## src/rtl/addr_ext_pkg.sv

```systemverilog
package addr_ext_pkg;
    localparam int unsigned PHYS_W  = 24;
    localparam int unsigned SHORT_W = 16;
    localparam int unsigned BASE_W  = PHYS_W - SHORT_W;

    typedef struct packed {
        logic mode_long;
        logic pfx_act;
        logic pfx_long;
    } ctrl_state_t;
endpackage

```

## src/rtl/aeu_ctrl.sv

```systemverilog
module aeu_ctrl
    import addr_ext_pkg::*;
(
    input  logic       clk,
    input  logic       rst_n,
    input  logic       mode_load_i,
    input  logic       mode_val_i,
    input  logic       pfx_valid_i,
    input  logic [1:0] pfx_code_i,
    input  logic       instr_done_i,
    output logic       mode_long_o,
    output logic       pfx_act_o,
    output logic       long_eff_o
);
    ctrl_state_t st_d, st_q;

    always_comb begin
        st_d = st_q;
        if (mode_load_i) begin
            st_d.mode_long = mode_val_i;
        end
        // a fresh prefix wins over expiry of the previous one
        if (pfx_valid_i) begin
            st_d.pfx_act  = 1'b1;
            st_d.pfx_long = pfx_code_i[0];
        end else if (instr_done_i) begin
            st_d.pfx_act  = 1'b0;
            st_d.pfx_long = 1'b0;
        end
    end

    always_ff @(posedge clk) begin
        if (!rst_n) begin
            st_q <= '0;
        end else begin
            st_q <= st_d;
        end
    end

    assign mode_long_o = st_q.mode_long;
    assign pfx_act_o   = st_q.pfx_act;
    assign long_eff_o  = st_q.pfx_act ? st_q.pfx_long : st_q.mode_long;
endmodule

```

## src/rtl/aeu_base_reg.sv

```systemverilog
module aeu_base_reg
    import addr_ext_pkg::*;
#(
    parameter int unsigned BW = BASE_W
) (
    input  logic          clk,
    input  logic          rst_n,
    input  logic          priv_i,
    input  logic          wr_i,
    input  logic [BW-1:0] wdata_i,
    output logic [BW-1:0] base_o
);
    logic [BW-1:0] base_d, base_q;

    always_comb begin
        base_d = base_q;
        if (wr_i && priv_i) begin
            base_d = wdata_i;
        end
    end

    always_ff @(posedge clk) begin
        if (!rst_n) begin
            base_q <= '0;
        end else begin
            base_q <= base_d;
        end
    end

    assign base_o = base_q;
endmodule

```

## src/rtl/aeu_addr_mux.sv

```systemverilog
module aeu_addr_mux #(
    parameter int unsigned PW = 24,
    parameter int unsigned SW = 16
) (
    input  logic             long_i,
    input  logic [PW-SW-1:0] base_i,
    input  logic [PW-1:0]    logic_i,
    output logic [PW-1:0]    phys_o
);
    always_comb begin
        if (long_i) begin
            phys_o = logic_i;
        end else begin
            phys_o = {base_i, logic_i[SW-1:0]};
        end
    end
endmodule

```

## src/rtl/addr_ext_unit.sv

```systemverilog
module addr_ext_unit
    import addr_ext_pkg::*;
(
    input  logic              clk,
    input  logic              rst_n,
    input  logic              mode_load_i,
    input  logic              mode_val_i,
    input  logic              pfx_valid_i,
    input  logic [1:0]        pfx_code_i,
    input  logic              instr_done_i,
    input  logic              base_wr_i,
    input  logic [BASE_W-1:0] base_wdata_i,
    input  logic [PHYS_W-1:0] logic_addr_i,
    output logic [PHYS_W-1:0] phys_addr_o
);
    logic              mode_long;
    logic              pfx_act;
    logic              long_eff;
    logic [BASE_W-1:0] base;

    aeu_ctrl u_ctrl (
        .clk          (clk),
        .rst_n        (rst_n),
        .mode_load_i  (mode_load_i),
        .mode_val_i   (mode_val_i),
        .pfx_valid_i  (pfx_valid_i),
        .pfx_code_i   (pfx_code_i),
        .instr_done_i (instr_done_i),
        .mode_long_o  (mode_long),
        .pfx_act_o    (pfx_act),
        .long_eff_o   (long_eff)
    );

    aeu_base_reg #(.BW(BASE_W)) u_base (
        .clk     (clk),
        .rst_n   (rst_n),
        .priv_i  (mode_long),
        .wr_i    (base_wr_i),
        .wdata_i (base_wdata_i),
        .base_o  (base)
    );

    aeu_addr_mux #(.PW(PHYS_W), .SW(SHORT_W)) u_mux (
        .long_i  (long_eff),
        .base_i  (base),
        .logic_i (logic_addr_i),
        .phys_o  (phys_addr_o)
    );
endmodule

```

## config.mk

```make
export PLATFORM = sky130hd
export DESIGN_NAME = addr_ext_unit
export DESIGN_NICKNAME = d
export VERILOG_FILES = /design/src/rtl/addr_ext_pkg.sv /design/src/rtl/aeu_ctrl.sv /design/src/rtl/aeu_base_reg.sv /design/src/rtl/aeu_addr_mux.sv /design/src/rtl/addr_ext_unit.sv
export SDC_FILE = /design/constraint.sdc
export NUM_CORES = 1
export LEC_CHECK = 0
export ABC_AREA = 1
export BUFFER_PORTS_ARGS = -buffer_cell sky130_fd_sc_hd__buf_4
export CELL_PAD_IN_SITES_DETAIL_PLACEMENT = 1
export CELL_PAD_IN_SITES_GLOBAL_PLACEMENT = 1
export CORE_MARGIN = 5
export CORE_UTILIZATION = 23
export CTS_BUF_LIST = sky130_fd_sc_hd__clkbuf_8
export DETAILED_ROUTE_END_ITERATION = 10
export GPL_TIMING_DRIVEN = 0
export MAX_ROUTING_LAYER = met4
export PLACE_DENSITY = 0.88
export SYNTH_ARGS = -nofsm -noshare
export SYNTH_HDL_FRONTEND = slang
export SYNTH_HIERARCHICAL = 1
export SYNTH_SLANG_ARGS = --single-unit
```

## constraint.sdc

```tcl
create_clock -name clk -period 1.5 [get_ports clk]
set_clock_uncertainty 0.05 [all_clocks]
set_input_delay 0.3 -clock clk [delete_from_list [all_inputs] [get_ports clk]]
set_output_delay 0.3 -clock clk [all_outputs]
set_load 0.01 [all_outputs]
```

==> Word level (Yosys, flattened, before mapping) <==
Cells that the tools add are included.
{ "totals": {"inputBits": 41, "output_inout_bits": 24, "word_cells": 10, "regBits": 11} }
{ "op_classes": {"muxes": 4, "reduce_logical": 2} }
{ "ops": {"columns": ["cell", "count"], "rows": [
  ["2-to-1 mux 24 bit", 1],
  ["2-to-1 mux 2 bit", 2],
  ["nonzero test 2 bit", 1],
  ["logical AND 1 bit", 1],
  ["2-to-1 mux 1 bit", 1]
]} }

==> Longest topological paths before layout <==
{ "logic_depth": {"depth_word": 2, "mapped_depth": 6, "ltp_nobuf": 5} }

==> Hierarchy <==
The synthesis kept the hierarchy.
{ "by_module_without_submodules": {"columns": ["module", "area_each_um2", "cells_each", "instances", "seq_area_each_um2"], "rows": [
  ["aeu_base_reg", 347.8, 51, 1, 160.2],
  ["aeu_addr_mux", 225.2, 42, 1, 0.0],
  ["aeu_ctrl", 125.1, 19, 1, 60.1]
]} }

==> Least setup slack after synthesis <==
Ideal clock, no wire load.
{ "synth_path": {"path_type": "reg2out", "start": "register u_ctrl.st_q, in the netlist u_ctrl/mode_long_o", "end": "output phys_addr_o[16]", "arrival_ns": 0.880, "required_ns": 1.150, "slack_ns": 0.270, "stages_incl_launch_ff": 7, "cell_sequence": "dfxtp_1 > inv_1 > o21ai_0 > buf_6 > inv_2 > nand2_1 > nand2_1"} }
{ "synth_between": {"elab_chain_len": 2} }
{ "synth_rtl": {"columns": ["element", "line", "rtl"], "rows": [
  ["start, declared", "aeu_ctrl.sv:15", "ctrl_state_t st_d, st_q;"],
  ["start signal, assigned", "aeu_ctrl.sv:36", "st_q <= st_d;"],
  ["2-to-1 mux 1 bit", "aeu_ctrl.sv:42", "assign long_eff_o = st_q.pfx_act ? st_q.pfx_long : st_q.mode_long;"],
  ["via long_eff", "addr_ext_unit.sv:18", "logic long_eff;"],
  ["2-to-1 mux 24 bit", "aeu_addr_mux.sv:11", "if (long_i) begin"],
  ["end, declared", "addr_ext_unit.sv:14", "output logic [PHYS_W-1:0] phys_addr_o"]
]} }
The timed path passes the listed nets, and every way through them passes these cells.

==> Final worst setup path <==
{ "layout_path": {"start": "register u_ctrl.st_q, in the netlist u_ctrl/mode_long_o", "end": "output phys_addr_o[17]"} }
The elaborated chain is that of the path after synthesis.

==> results.md <==
* Design area at about 1300 µm²
* Lkg Pwr at 0.000705 µW
* Layout area overhead at 79.2%
* Initial core utilization at 0.234
* Core area at 2980 µm²
* Drt pass-1 iters at 4
* Failing checks: setup timing
* Startpoint types: flip-flop
* DR vias/cell at between 4 and 5
* Hpwl dp at 1810 µm
* CP max FO at 5
* Drt drc at 0
* Ports at 65
* Synthesized flop and latch total at 11
* Max-slew headroom at 0.905
* Async SR Flop Fraction at 0
* Count leader, synth: nand2_1
* Yosys warning count at 6
* RSZ-0062 raised after global routing: yes
* Outcome: complete, but fails checks
* Worst IR drop on VDD at 0.208 mV
* Layout cells sized above 1 at 0.576
* Max Clock Freq at 643 MHz
* CTS Buffer Depth at 2
* Share of the synthesized area in the top cell type at 0.315
* Initial antenna violation count at 0
* Dpl ws at around 39 ps
* CP required at around 1200 ps
* Die W at 65.1 µm
* Clock Sinks at 11
* Ys flop type: dfxtp_1
* Register area share after synthesis at 0.315
* Wire per inst at 11.1 µm
* Root buf cell: clkbuf_8
* Synth Area per Inst at around 6.2 µm²
* Max-cap viol count at 0
* Dpl cells at about 190
* Post-synth design cell area at 698 µm²
* # diodes at 0
* Final worst-path cycle share at 1.04
* DR vias at 815
* Die ar. at 4240 µm²
* Final WL at around 2200 µm
* Vias in the first global route at 796
* First-pass GRT wire length at 3350 µm
* FILL cells at 382
* Most frequent cells after synthesis: 41 x nand2_1, 20 x nor2_1, 16 x buf_4
* Final non-filler cell total at about 200
* Row count at 20
* Cell Area, Placed at 1090 µm²
* CP Data Arrival Time at 1210 ps
* Grt ovf at 0
* Clk slew on worst S/H paths at ~50 ps
* Synth cell types at 11
* Slew Viols, Final at 0
* Final min period at 1560 ps
* Syn Inst Count at 112
* Setup TNS at -327 ps
* H-tree depth at 1
* Final Hold Fails at 0
* Crit end category: primary output
* Synth Net Count at between 150 and 200
* Final setup margin at -56.2 ps
* Final #Nets at between 200 and 250
* Top post-synthesis cells by area: dfxtp_1 32%, nand2_1 22%, buf_4 17%, nor2_1 11%, inv_1 7.0%
* Initial DRC Count at 4
* Final setup violation count at 8
* CTS tree: done
* Placer Congestion at 0.684
* Slew @ Worst Pin at around 140 ps
* Die height at roughly 65 µm
* Inserted Clock Buffers at 3
* EDFF count, synth at 0
* Hold Path Class: primary input to flip-flop
* Pwr per Cell Area at 737 nW/µm²
* Crit path kind: flip-flop to primary output
* Post-route ant nets at 0
* GRT Total Usage at 0.105
* Worst skew pair latency at 240 ps
* Port bufs at 47
* Largest net degree at the start of global routing at 11
* Top cell type by total area after synthesis: dfxtp_1
==> cell families after synthesis <==
family / synth area share
flops: 0.315
compound gates: 0.0287
simple gates: 0.355
buf+inv: 0.301
==> routing by layer <==
metal,GRT usage,share of wire,vias up
li1,-,-,413
met1,0.101,0.33,371
met2,0.195,0.58,29
met3,0.0239,0.074,2
met4,0.0544,0.014,0
met5,-,0,-
==> per-stage QoR <==
| stage | power, µW | hold WS [ps] | utilization |
|---|---|---|---|
| finish | 923 | 237 | 0.420 |
| global route | 982 | 230 | 0.420 |
| CTS | 913 | 234 | 0.401 |
| detailed placement | 589 | 443 | 0.367 |
| global placement | 580 | 428 | 0.367 |
| floorplan | 455 | 362 | - |
==> final cells by class <==
cell class / count / area (µm²) / share of cell area
well taps: 33 / 41.3 / 0.0330
flip-flops and latches: 11 / 223 / 0.178
clock buffers: 3 / 41.3 / 0.0330
plain buffers: 19 / 158 / 0.126
repair buffers: 49 / 410 / 0.328
inverters: 14 / 57.6 / 0.0460
clock inverters: 1 / 3.75 / 0.00300
multi-input cells: 68 / 317 / 0.253
==> power by group <==
| group | internal, µW | switching, µW | leakage, µW | total, µW |
|---|---|---|---|---|
| combinational | 181 | 127 | 0.000587 | 308 |
| clock | 180 | 112 | 0.0000269 | 292 |
| sequential | 311 | 11.1 | 0.0000909 | 322 |
==> critical path: stages (launching register included) <==
cell	delay [ps]
dfxtp_2	340
inv_2	40
o21ai_2	130
buf_6	150
buf_12	120
nand2_2	40
nand2_2	50
buf_6	100
==> cell usage in the layout (no fill, tap or decap), drive strengths merged <==
cell type	netlist	layout
nor2	20	20
clkbuf	0	3
dfxtp	11	11
nand2	44	44
o21ai	2	2
a21oi	2	2
buf	19	68
inv	14	15
==> path summary, 6_finish.rpt <==
kind | startpoint | to | slack (ps) | cells past startpoint
setup / recovery | u_ctrl/mode_long_o$_SDFFE_PN0P_ | phys_addr_o[17] | -60 | 7
hold / removal | base_wdata_i[2] | u_base/base_o[2]$_SDFFE_PN0P_ | 240 | 3
setup reg to reg | u_ctrl/mode_long_o$_SDFFE_PN0P_ | u_base/base_o[3]$_SDFFE_PN0P_ | 460 | 6
hold reg to reg | u_ctrl/pfx_act_o$_SDFFE_PN0P_ | u_ctrl/pfx_act_o$_SDFFE_PN0P_ | 450 | 2
==> registers in the layout, summed over array words and instances (netlist names) <==
| name | count |
|---|---|
| u_ctrl/st_q | 1 |
| u_base/base_o | 8 |
| u_ctrl/pfx_act_o | 1 |
| u_ctrl/mode_long_o | 1 |
==> repair_timing <==
item | 4_1_cts | 5_1_grt
gates resized for setup | 13 | 19
setup endpoints to repair | 8 | 8
setup buffers | 2 | 0
hold buffers | 0 | 0
pin swaps | 2 | 6
Power figures use the tool's default switching activity.
